File: src/rtl/sfs_pkg.sv
package sfs_pkg;

    typedef enum logic [2:0] {
        OP_NONE    = 3'd0,
        OP_SAVE_RP = 3'd1,
        OP_CALL    = 3'd2,
        OP_INTR    = 3'd3,
        OP_REST_RP = 3'd4,
        OP_RET     = 3'd5,
        OP_RETI    = 3'd6,
        OP_RSVD    = 3'd7
    } op_e;

    typedef enum logic [1:0] {
        SEL_LO   = 2'd0,
        SEL_HI   = 2'd1,
        SEL_STAT = 2'd2
    } sel_e;

endpackage

File: src/rtl/sfs_win_ptr.sv
// Maps between a window-relative index and a full address and computes the
// neighbouring indices. Wrap is implicit in the IDX_W-bit arithmetic.
module sfs_win_ptr #(
    parameter int unsigned ADDR_W = 16,
    parameter int unsigned IDX_W  = 10,
    parameter logic [ADDR_W-1:0] WIN_BASE = 'hFB00
) (
    input  logic [ADDR_W-1:0] load_val,
    input  logic [IDX_W-1:0]  idx,
    output logic [IDX_W-1:0]  load_idx,
    output logic [IDX_W-1:0]  idx_inc,
    output logic [IDX_W-1:0]  idx_dec,
    output logic [ADDR_W-1:0] addr_cur,
    output logic [ADDR_W-1:0] addr_dec
);
    localparam logic [IDX_W-1:0] ONE = IDX_W'(1);

    assign load_idx = IDX_W'(load_val - WIN_BASE);
    assign idx_inc  = idx + ONE;
    assign idx_dec  = idx - ONE;
    assign addr_cur = WIN_BASE + ADDR_W'(idx);
    assign addr_dec = WIN_BASE + ADDR_W'(idx_dec);
endmodule

File: src/rtl/sfs_frame_plan.sv
// For a command and a byte step, tells the direction, which field the byte
// belongs to, and whether the step is the last one of the frame.
module sfs_frame_plan
    import sfs_pkg::*;
(
    input  op_e        op,
    input  logic [1:0] step,
    output logic       is_save,
    output sel_e       sel,
    output logic       last
);
    logic [1:0] len;

    always_comb begin
        is_save = 1'b0;
        len     = 2'd2;
        sel     = SEL_LO;
        unique case (op)
            OP_INTR: begin
                is_save = 1'b1;
                len     = 2'd3;
                sel     = (step == 2'd0) ? SEL_STAT :
                          (step == 2'd1) ? SEL_HI : SEL_LO;
            end
            OP_CALL, OP_SAVE_RP: begin
                is_save = 1'b1;
                sel     = (step == 2'd0) ? SEL_HI : SEL_LO;
            end
            OP_RETI: begin
                len = 2'd3;
                sel = (step == 2'd0) ? SEL_LO :
                      (step == 2'd1) ? SEL_HI : SEL_STAT;
            end
            OP_RET, OP_REST_RP: begin
                sel = (step == 2'd0) ? SEL_LO : SEL_HI;
            end
            default: begin
                is_save = 1'b0;
                len     = 2'd2;
                sel     = SEL_LO;
            end
        endcase
        last = (step == (len - 2'd1));
    end
endmodule

File: src/rtl/stack_frame_seq.sv
module stack_frame_seq
    import sfs_pkg::*;
#(
    parameter int unsigned ADDR_W = 16,
    parameter int unsigned DATA_W = 8,
    parameter int unsigned IDX_W  = 10,
    parameter logic [ADDR_W-1:0] WIN_BASE = 'hFB00
) (
    input  logic                clk,
    input  logic                rst_n,
    input  logic                cmd_valid,
    input  logic [2:0]          cmd_op,
    input  logic [2*DATA_W-1:0] cmd_word,
    input  logic [DATA_W-1:0]   cmd_stat,
    input  logic                sp_load,
    input  logic [ADDR_W-1:0]   sp_load_val,
    output logic [ADDR_W-1:0]   mem_addr,
    output logic [DATA_W-1:0]   mem_wdata,
    output logic                mem_we,
    output logic                mem_re,
    input  logic [DATA_W-1:0]   mem_rdata,
    output logic [2*DATA_W-1:0] pop_word,
    output logic [DATA_W-1:0]   pop_stat,
    output logic                busy,
    output logic                done,
    output logic                sp_ready,
    output logic [ADDR_W-1:0]   sp_value
);
    localparam int unsigned WORD_W = 2 * DATA_W;

    typedef struct packed {
        logic              ready;
        logic              busy;
        logic              done;
        op_e               op;
        logic [1:0]        step;
        logic [IDX_W-1:0]  idx;
        logic [WORD_W-1:0] word;
        logic [DATA_W-1:0] stat;
        logic [WORD_W-1:0] pw;
        logic [DATA_W-1:0] ps;
    } st_t;

    st_t s_d, s_q;

    logic [IDX_W-1:0]  load_idx, idx_inc, idx_dec;
    logic [ADDR_W-1:0] addr_cur, addr_dec;
    logic              is_save, last;
    sel_e              sel;
    op_e               op_in;
    logic              op_ok;

    sfs_win_ptr #(
        .ADDR_W   (ADDR_W),
        .IDX_W    (IDX_W),
        .WIN_BASE (WIN_BASE)
    ) u_ptr (
        .load_val (sp_load_val),
        .idx      (s_q.idx),
        .load_idx (load_idx),
        .idx_inc  (idx_inc),
        .idx_dec  (idx_dec),
        .addr_cur (addr_cur),
        .addr_dec (addr_dec)
    );

    sfs_frame_plan u_plan (
        .op      (s_q.op),
        .step    (s_q.step),
        .is_save (is_save),
        .sel     (sel),
        .last    (last)
    );

    assign op_in = op_e'(cmd_op);
    assign op_ok = (op_in != OP_NONE) && (op_in != OP_RSVD);

    always_comb begin
        s_d       = s_q;
        s_d.done  = 1'b0;
        mem_addr  = addr_cur;
        mem_wdata = '0;
        mem_we    = 1'b0;
        mem_re    = 1'b0;

        if (!s_q.busy) begin
            if (sp_load) begin
                s_d.idx   = load_idx;
                s_d.ready = 1'b1;
            end else if (cmd_valid && s_q.ready && op_ok) begin
                s_d.busy = 1'b1;
                s_d.op   = op_in;
                s_d.step = 2'd0;
                s_d.word = cmd_word;
                s_d.stat = cmd_stat;
            end
        end else begin
            if (is_save) begin
                mem_we   = 1'b1;
                mem_addr = addr_dec;
                unique case (sel)
                    SEL_STAT: mem_wdata = s_q.stat;
                    SEL_HI:   mem_wdata = s_q.word[WORD_W-1:DATA_W];
                    default:  mem_wdata = s_q.word[DATA_W-1:0];
                endcase
                s_d.idx = idx_dec;
            end else begin
                mem_re   = 1'b1;
                mem_addr = addr_cur;
                unique case (sel)
                    SEL_STAT: s_d.ps = mem_rdata;
                    SEL_HI:   s_d.pw[WORD_W-1:DATA_W] = mem_rdata;
                    default:  s_d.pw[DATA_W-1:0] = mem_rdata;
                endcase
                s_d.idx = idx_inc;
            end
            if (last) begin
                s_d.busy = 1'b0;
                s_d.done = 1'b1;
            end else begin
                s_d.step = s_q.step + 2'd1;
            end
        end
    end

    always_ff @(posedge clk or negedge rst_n) begin
        if (!rst_n) begin
            s_q <= '{ready: 1'b0, busy: 1'b0, done: 1'b0, op: OP_NONE,
                     step: '0, idx: '0, word: '0, stat: '0, pw: '0, ps: '0};
        end else begin
            s_q <= s_d;
        end
    end

    assign pop_word = s_q.pw;
    assign pop_stat = s_q.ps;
    assign busy     = s_q.busy;
    assign done     = s_q.done;
    assign sp_ready = s_q.ready;
    assign sp_value = addr_cur;
endmodule

File: config.mk
export PLATFORM = sky130hd
export DESIGN_NAME = stack_frame_seq
export DESIGN_NICKNAME = d
export VERILOG_FILES = /design/src/rtl/sfs_pkg.sv /design/src/rtl/sfs_win_ptr.sv /design/src/rtl/sfs_frame_plan.sv /design/src/rtl/stack_frame_seq.sv
export SDC_FILE = /design/constraint.sdc
export NUM_CORES = 1
export LEC_CHECK = 0
export BUFFER_PORTS_ARGS = -buffer_cell sky130_fd_sc_hd__buf_2
export CORE_MARGIN = 2
export CORE_UTILIZATION = 53
export DETAILED_ROUTE_END_ITERATION = 16
export GPL_TIMING_DRIVEN = 0
export PLACE_DENSITY = 0.85
export SLEW_MARGIN = 20
export SYNTH_ARGS = -nofsm -noshare
export SYNTH_HDL_FRONTEND = slang
export SYNTH_SLANG_ARGS = --single-unit
export TNS_END_PERCENT = 30
File: constraint.sdc
create_clock -name clk -period 7.6 [get_ports clk]
set_input_delay 0.76 -clock clk [delete_from_list [all_inputs] [get_ports clk]]
set_output_delay 0.76 -clock clk [all_outputs]
set_load 0.01 [all_outputs]
# Word level (Yosys, flattened, before mapping)
# Index checks and enable logic that the tools add are counted.
dict set report totals {
  reg_bits 66
  output_inout_bits 69
  wordCells 82
}
dict set report op_classes {
  n_addsub 7
  eq_ne 13
  n_mux 29
  bitwise 4
  n_reduce_logical 18
}
# op n
set op_table {}
lappend op_table {{16-bit two-way mux} 2}
lappend op_table {{12-bit by 11-bit adder with 13-bit output (first input constant)} 2}
lappend op_table {{10-bit two-way mux} 2}
lappend op_table {{8-bit two-way mux} 2}
lappend op_table {{8-bit one-hot mux with 2 select lines} 1}
lappend op_table {{3-bit AND reduction} 5}
lappend op_table {{2-bit two-way mux} 7}
lappend op_table {{1-bit two-way mux} 13}
lappend op_table {{12-bit two-way mux} 1}
lappend op_table {{10-bit by 1-bit adder with 10-bit output (second input constant)} 1}
lappend op_table {{10-bit by 1-bit subtractor with 10-bit output (second input constant)} 1}
lappend op_table {{10-bit subtractor (second input constant)} 1}
lappend op_table {{3-bit == test (second input constant)} 3}
lappend op_table {{2-bit one-hot mux with 4 select lines} 1}
lappend op_table {{2-bit OR reduction} 4}
lappend op_table {{3-bit by 2-bit == test with 1-bit output (second input constant)} 2}
lappend op_table {{2-bit by 1-bit == test with 1-bit output (second input constant)} 2}
lappend op_table {{1-bit NOT} 4}
lappend op_table {{2-bit nonzero test} 2}
lappend op_table {{3-bit by 1-bit == test with 1-bit output (second input constant)} 1}
lappend op_table {{1-bit logical AND} 3}
lappend op_table {{3-bit != test (second input constant)} 1}
lappend op_table {{3-bit nonzero test} 1}
lappend op_table {{3-bit OR reduction} 1}
lappend op_table {{8 further kinds} 8}

# Longest topological paths before layout
# Gate-level depths: netlist of run 1.
dict set report depth {
  ltp_word 8
  depth_mapped 12
  mapped_depth_nobuf 11
}

# Cells and area by module
# Synthesis of run 1 repeated with hierarchy kept, for this count alone.
dict set report hier_totals {
  hier_cells 468
  hier_area_um2 4724.5
}
# module instances cells_each area_each_um2 seq_area_each_um2
set modules_own_cells {}
lappend modules_own_cells {stack_frame_seq 1 347 3866.2 1651.6}
lappend modules_own_cells {sfs_win_ptr 1 105 747.0 0.0}
lappend modules_own_cells {sfs_frame_plan 1 16 111.4 0.0}

# Worst setup path after synthesis of run 1
# No wires, ideal clock.
dict set report synth_path {
  path_type {flip-flop to output port}
  from {register s_q[58] (netlist name)}
  to {output port mem_wdata[6]}
  t_arrival_ns 2.536
  slack_ns 4.304
  stages_incl_launch_ff 11
  n_path_buf 2
  path_cell_list {dfrtp_1 inv_1 ha_1 or4b_2 o21ai_0 nand2_1 ha_1 clkbuf_1 clkbuf_1 a21oi_1 nor2_1}
}
dict set report synth_via {
  elab_chain_cells 8
  word_cells_on_any_way 14
  classes_between {eq/ne (3); mux (10); reduce/logical (1)}
}
# element line
set synth_lines {}
lappend synth_lines {{start, declared} stack_frame_seq.sv:44} ;# st_t s_d, s_q;
lappend synth_lines {{start signal, assigned} stack_frame_seq.sv:128} ;# s_q <= '{ready: 1'b0, busy: 1'b0, done: 1'b0, op: OP_NONE,
lappend synth_lines {{2-bit by 1-bit == test with 1-bit output} {sfs_frame_plan.sv:23, sfs_frame_plan.sv:32}}
lappend synth_lines {{2-bit two-way mux / 1-bit two-way mux (equally long branches)} {sfs_frame_plan.sv:32, sfs_frame_plan.sv:23}}
lappend synth_lines {{2-bit two-way mux, on equally long branches} {sfs_frame_plan.sv:31, sfs_frame_plan.sv:22}}
lappend synth_lines {{2-bit one-hot mux with 4 select lines (*)} sfs_frame_plan.sv:18} ;# unique case (op)
lappend synth_lines {{2-bit by 1-bit == test with 1-bit output / 2-bit == test (equally long branches)} stack_frame_seq.sv:101} ;# unique case (sel)
lappend synth_lines {{8-bit one-hot mux with 2 select lines (*)} stack_frame_seq.sv:101}
lappend synth_lines {{8-bit two-way mux (*)} stack_frame_seq.sv:98} ;# if (is_save) begin
lappend synth_lines {{8-bit two-way mux (*)} stack_frame_seq.sv:86} ;# if (!s_q.busy) begin
lappend synth_lines {{end, declared} stack_frame_seq.sv:18} ;# output logic [DATA_W-1:0] mem_wdata,
# Every way passes the cells marked *; elsewhere a longest branch is shown, timed or not.

# Worst setup path after layout of run 1
# Ends and elaborated chain as after synthesis.

==> flow_summary_export.csv, run 1 <==
group,metric,value,unit
outcome,status,"completed",
critical_path,critPathLaunchType,"register",
critical_path,cp_max_fo,10,
critical_path,r2r_cells,9,
global_routing,grt_util_all_layers,0.229,
floorplanning,dieArea,7980,sq um
power,pwr-share-seq,0.298,
critical_path,worst-path-buf-inv,4,
power,power.net_switching,0.838,mW
power,p_clk_frac,0.155,
synth,yosys_warnings,0,
detailed_routing,drt-initial-drc-count,156,
cells_and_area,finalNetCount,552,
clocking,cts_resized,0,
critical_path,cpMaxStageDelayCell,"or4b_2",
cells_and_area,area_growth,24.6,%
cells_and_area,design_area,4810,sq um
global_routing,grt_max_degree,53,
power,p_leak,2.30,nW
critical_path,max_stage_delay,0.63,ns
timing,setup_viol,0,
detailed_routing,ant_nets,0,
clocking,htreeDepth,3,
floorplanning,die_h,89.3,um
floorplanning,die_x,89.3,um
clocking,hold_buffers,0,
critical_path,critPathKind,"reg -> out",
critical_path,reg2reg_slack,4.74,ns
timing,fin_skew,0.00820,ns
floorplanning,pin_count,124,
timing,hold_viol,0,
power,power.total,2.13,mW
global_routing,grt_antenna_before_repair,0,
timing,min_period,4.07,ns
detailed_routing,vias_per_cell,5.21,
placed_design,gp_congestion,0.829,
clocking,cts_buffer_depth,2,
hold_path,min_path_type,"in -> async",
power,p_comb_frac,0.547,
detailed_routing,wl_per_cell,14.7,um
power,irDropWorstVdd,0.260,mV
power,power_density,443,nW/um^2
detailed_routing,routed-via-count,3082,
detailed_routing,route.detailed.drc,0,
synth,synth_ff_type,"dfrtp_1",
critical_path,cp.arrival,3.31,ns
synth,async_reset_ff_frac,1.00,
timing,worst_pin_slew,0.494,ns
synth,syn_area,3860,sq um
synth,ys_seq_area_frac,0.428,
job,max_cap_violations,0,
synth,post-synth-top-area-fraction,0.428,
synth,yosysUniqueCellTypes,55,
floorplanning,initial_core_util,0.541,
synth,synth_edf_count,0,
clocking,clkSinkCount,66,
cells_and_area,drive_gt1_frac,0.501,
cells_and_area,n_antenna_cell,0,
critical_path,critPathTopFamily,"buffers and inverters",
timing,finalCritPeriodShare,0.536,
synth,ys_top_cells_by_count,"dfrtp_1, mux2_2, buf_4, nand2_1, nor2_1",
clocking,worst_skew_pair.late_latency,0.34,ns
clocking,cts_root_buf,"clkbuf_8",
clocking,cts_tree,"built",
synth,synth_top_cell_by_area,"dfrtp_1",
timing,setup_tns,0,ns
clocking,cts_buffers,9,
placed_design,placed_area,4580,sq um
synth,synthTopCellsByArea,"dfrtp_1, mux2_2, buf_4",
synth,synth-seq-cells,66,
power,intPower,1.29,mW
critical_path,r2r_end,"pop_word[5]",
global_routing,grt_pass1_vias,3021,
timing,slew_headroom,0.667,
clocking,cts_setup_buffers,0,
critical_path,worstPathCellList,"inv_1 > ha_1 > or4b_2 > o21ai_0 > nand2_1 > ha_1 > clkbuf_1 > clkbuf_1 > nor2_1 > a21oi_1 > nor2_1 > buf_2",
critical_path,rr_startpoint,"s_q[58]",
clocking,path_clk_slew,0.07,ns
floorplanning,core_area,7140,sq um
critical_path,cp-end-kind,"primary output",
global_routing,grt_pass1_wl,13900,um
timing,rsz0062_at_grt,"no",
detailed_routing,routed_wl,8690,um
global_routing,grt-ovfl-total,0,
timing,fmax,246,MHz
power,swShare,0.393,
detailed_routing,firstDrtPassIters,4,
critical_path,required,6.84,ns
synth,syn-mean-instance-area,10.7,sq um
placed_design,port_buffers,107,
synth,yosysMostFrequentCell,"dfrtp_1",
placed_design,hpwl,6470,um
synth,synthCells,360,
timing,maxSlewViolCount,0,
floorplanning,rows,31,
## placed cells by master (no fill, tap or decap), types with 3 or more instances in the layout
cell,count
nor3_1,5
buf_2,111
nand3_1,7
nand2_1,19
nand4_1,3
a22oi_1,9
buf_4,46
o22ai_1,4
ha_1,9
clkbuf_8,10
nand2_2,3
nand3b_1,3
inv_1,11
a21oi_1,14
o22a_1,3
dfrtp_1,66
conb_1,10
mux2i_1,7
xor2_1,3
buf_6,3
o211a_1,3
xnor2_1,10
nor4_1,10
o21ai_0,6
o221a_2,3
mux2_2,49
or2_2,3
nor2_1,18
clkbuf_1,8
## worst reg2reg max path: cells and delay by family (launching register included)
kind | cells | cell delay (ns)
buffers and inverters | 2 | 0.38
AND/OR/NAND/NOR | 3 | 0.99
AO/OA/AOI/OAI | 1 | 0.10
multiplexers | 1 | 0.33
flip-flops | 1 | 0.42
adder cells (fa/ha/maj) | 2 | 0.52
## flip-flops by register name, summed over array words and instances (netlist names)
| register | flops |
|---|---|
| busy | 1 |
| done | 1 |
| pop_stat | 8 |
| pop_word | 16 |
| s_q | 39 |
| sp_ready | 1 |
## per-layer routing
layer  vias up  part of all wire  track usage
met5         -                 0            0
met4         0             0.019       0.0909
met3        17             0.065       0.0720
met2       121              0.51        0.381
met1      1471              0.40        0.277
li1       1473                 -            -
## layout make-up
class	instances	area, sq um
well taps	99	124
clock buffers	10	138
repair buffers	108	566
plain buffers	62	430
inverters	13	48.8
clock inverters	6	88.8
flip-flops and latches	66	1650
fillers	594	2330
multi-input cells	228	1760
## kinds of logic (layout without fill, tap and decap cells)
group / count (synthesis) / count (layout) / share of synthesized area
muxes: 56 / 56 / 0.161
buffers and inverters: 75 / 199 / 0.124
adders and majority gates: 9 / 9 / 0.0292
DFF: 66 / 66 / 0.428
other: 1 / 10 / 0.000972
and+or+nand+nor: 90 / 90 / 0.134
AOI/OAI and AO/OA: 50 / 50 / 0.0927
xor gates and xnor gates: 13 / 13 / 0.0295
## worst max path at each step
stage          startpoint      endpoint  slack (ns)  cells after the start
2_1_floorplan     s_q[58]  mem_wdata[6]        4.30                     10
3_3_place_gp      s_q[58]  mem_wdata[5]        3.97                     12
3_5_place_dp      s_q[58]  mem_wdata[6]        3.92                     12
4_1_cts           s_q[58]  mem_wdata[6]        3.54                     12
5_1_grt           s_q[58]  mem_wdata[5]        3.26                     12
6_report          s_q[58]  mem_wdata[6]        3.53                     12
## power by group through the flow
stage	Clock [mW]	Sequential [mW]	Combinational, mW
after CTS	0.338	0.635	1.17
after floorplan	0	0.606	0.858
after global routing	0.357	0.656	1.28
after global placement	0	0.627	1.12
after detailed placement	0	0.638	1.16
final	0.331	0.635	1.17
## through the flow
stage	std cells	setup slack [ns]	hold slack (ns)	utilization
finish	592	3.53	0.266	0.674
global route	592	3.26	0.262	0.674
CTS	592	3.54	0.262	0.674
detailed placement	576	3.92	0.483	0.642
global placement	575	3.97	0.481	0.638
floorplan	369	4.30	0.464	-
Power figures use the tool's default switching activity.
==> inputs of run 2 (changes only) <==
Settings changed: ABC_AREA from default to 1, CORE_UTILIZATION 53 to 52, PLACE_DENSITY 0.85 to 0.83.
Clock period 7.6 ns to 3.85 ns, I/O delays scaled along.
==> flow_summary_export.csv, run 2 <==
group,metric,value,unit
outcome,status,"completed",
synth,async_reset_ff_frac,1.00,
clocking,htreeDepth,3,
floorplanning,die_h,90.5,um
global_routing,grt-ovfl-total,0,
job,max_cap_violations,0,
global_routing,met3_usage,0.0476,
critical_path,crit_top_cell,"inv_1",
cells_and_area,area_growth,23.4,%
critical_path,critPathLaunchType,"register",
global_routing,grt_max_degree,47,
synth,synth_ff_type,"dfrtp_1",
detailed_routing,drt-initial-drc-count,128,
synth,synth_edf_count,0,
clocking,path_clk_slew,0.08,ns
clocking,clkSinkCount,66,
power,irDropWorstVdd,0.404,mV
placed_design,gp_congestion,0.924,
power,power.net_switching,1.85,mW
global_routing,grt_pass1_wl,15900,um
synth,synthCells,465,
clocking,cts_tree,"built",
hold_path,min_path_type,"in -> reg",
global_routing,top_usage_layer,"met2",
power,swShare,0.449,
clocking,cts_resized,0,
detailed_routing,firstDrtPassIters,4,
power,intPower,2.27,mW
power,p_clk_frac,0.129,
critical_path,max_stage_delay,0.44,ns
timing,hold_viol,0,
cells_and_area,n_antenna_cell,0,
clocking,worst_skew_pair.late_latency,0.34,ns
timing,setup_tns,0,ns
floorplanning,initial_core_util,0.537,
cells_and_area,layout_common_cells,"buf_2, nand2_1, dfrtp_1",
timing,worst_pin_slew,0.572,ns
timing,slew_headroom,0.617,
synth,synth_top_cell_by_area,"dfrtp_1",
clocking,cts_buffer_depth,2,
power,p_leak,2.58,nW
synth,ys_seq_area_frac,0.424,
timing,min_period,3.39,ns
critical_path,cp-end-kind,"primary output",
placed_design,hpwl,7030,um
synth,yosysMostFrequentCell,"nand2_1",
cells_and_area,final_common_cell,"buf_2",
timing,worst_slack,0.457,ns
critical_path,cp.arrival,3.01,ns
clocking,cts_root_buf,"clkbuf_8",
placed_design,placed_area,4620,sq um
floorplanning,rows,31,
synth,syn-mean-instance-area,8.37,sq um
global_routing,grt_util_all_layers,0.240,
critical_path,critPathTopFamily,"buffers and inverters",
detailed_routing,route.detailed.drc,0,
global_routing,use_met2,0.400,
cells_and_area,regMostFlops,"s_q",
critical_path,cp_max_fo,10,
synth,synth-seq-cells,66,
synth,syn_area,3890,sq um
placed_design,port_buffers,107,
timing,fmax,295,MHz
synth,ys_top_cells_by_count,"nand2_1, dfrtp_1, inv_1, buf_4, o21ai_0",
critical_path,cpMaxStageDelayCell,"clkbuf_1",
timing,finalCritPeriodShare,0.881,
detailed_routing,routed_wl,9350,um
global_routing,grt_antenna_before_repair,0,
timing,fin_skew,0.00685,ns
power,pwr-share-seq,0.309,
detailed_routing,ant_nets,0,
synth,post-synth-top-area-fraction,0.424,
floorplanning,die_x,90.5,um
clocking,cts_setup_buffers,0,
timing,rsz0062_at_grt,"no",
synth,synthTopCellsByArea,"dfrtp_1, nand2_1, buf_4",
floorplanning,dieArea,8200,sq um
cells_and_area,largest_reg_flops,39,
power,p_comb_frac,0.561,
detailed_routing,routed-via-count,3451,
timing,hold-worst-slack,0.264,ns
cells_and_area,design_area,4800,sq um
global_routing,grt_pass1_vias,3471,
critical_path,worst-path-buf-inv,5,
floorplanning,core_area,7250,sq um
critical_path,worstPathCellList,"inv_1 > ha_1 > inv_1 > a32oi_1 > o21ai_0 > ha_1 > clkbuf_1 > inv_1 > o21ai_0 > nor2_1 > buf_2",
global_routing,grt_use_met1,0.300,
floorplanning,pin_count,124,
timing,setup_viol,0,
detailed_routing,vias_per_cell,4.94,
synth,yosys_warnings,0,
placed_design,dp_slack,0.841,ns
power,power_density,857,nW/um^2
detailed_routing,wl_per_cell,13.4,um
cells_and_area,finalNetCount,658,
critical_path,required,3.46,ns
synth,yosysUniqueCellTypes,35,
cells_and_area,drive_gt1_frac,0.352,
timing,maxSlewViolCount,0,
critical_path,critPathKind,"reg -> out",
clocking,cts_buffers,9,
==> run 2: changes by cell type after synthesis, sizes merged, moves of 13 or more <==
cell and delta:
inv +36, mux2 -25, nor2 +18, o21ai +54, nand3 +22, a21oi -13
nand2 +87
==> run 2: path summary, 6_finish.rpt <==
path / startpoint / slack [ns] / to / cells past startpoint
min in group asynchronous: rst_n / 0.48 / s_q[51] / 2
hold / removal: sp_load_val[2] / 0.26 / s_q[50] / 3
hold reg to reg: pop_stat[7] / 0.50 / pop_stat[7] / 2
max in group asynchronous: rst_n / 2.84 / s_q[34] / 3
setup reg to reg: s_q[58] / 1.39 / pop_word[6] / 11
setup / recovery: s_q[58] / 0.46 / mem_wdata[2] / 11
==> run 2: final cells by class <==
type | instances | area (sq um)
plain buffers | 57 | 414
clock buffers | 9 | 124
clock inverters | 7 | 53.8
fillers | 627 | 2450
inverters | 49 | 186
multi-input cells | 302 | 1680
flip-flops and latches | 66 | 1650
well taps | 99 | 124
repair buffers | 109 | 576
==> run 2: worst min-delay path, delay by kind of cell <==
family / cells / cell delay (ns)
simple gates: 2 / 0.11
buf+inv: 1 / 0.07
==> run 2: kinds of logic (layout without fill, tap and decap cells) <==
kind of cell             Yosys count  count (layout)  synth area share
other                              1              10          0.000963
multiplexers                      24              24            0.0713
XOR/XNOR                           5               5            0.0112
flip-flops                        66              66             0.424
adder cells (fa/ha/maj)            9               9            0.0289
AND/OR/NAND/NOR                  180             180             0.201
AO/OA/AOI/OAI                     74              74             0.109
buffers and inverters            106             231             0.154
==> run 2: timing repair <==
item	4_1_cts	5_1_grt
hold endpoints to repair	20	0
endpoints found under the setup margin	0	0
hold buffers	1	0
==> run 2: stage by stage <==
stage / util / std cells / power [mW]
2_1_floorplan: - / 474 / 2.87
3_3_place_gp: 0.632 / 680 / 3.50
3_5_place_dp: 0.637 / 681 / 3.59
4_1_cts: 0.662 / 698 / 4.14
5_1_grt: 0.662 / 698 / 4.47
6_report: 0.662 / 698 / 4.12
==> run 2: power groups by stage <==
stage | registers, mW | clock network, mW | logic [mW]
after detailed placement | 1.28 | 0 | 2.31
final | 1.27 | 0.533 | 2.31
after global placement | 1.26 | 0 | 2.24
after global routing | 1.31 | 0.578 | 2.59
after CTS | 1.27 | 0.543 | 2.32
after floorplan | 1.21 | 0 | 1.65
==> run 2: per-layer routing <==
layer / share of wire / vias up / wire length [um]
li1: - / 1704 / -
met1: 0.43 / 1606 / 4010
met2: 0.49 / 117 / 4580
met3: 0.054 / 24 / 504
met4: 0.027 / 0 / 255
met5: 0 / - / 0
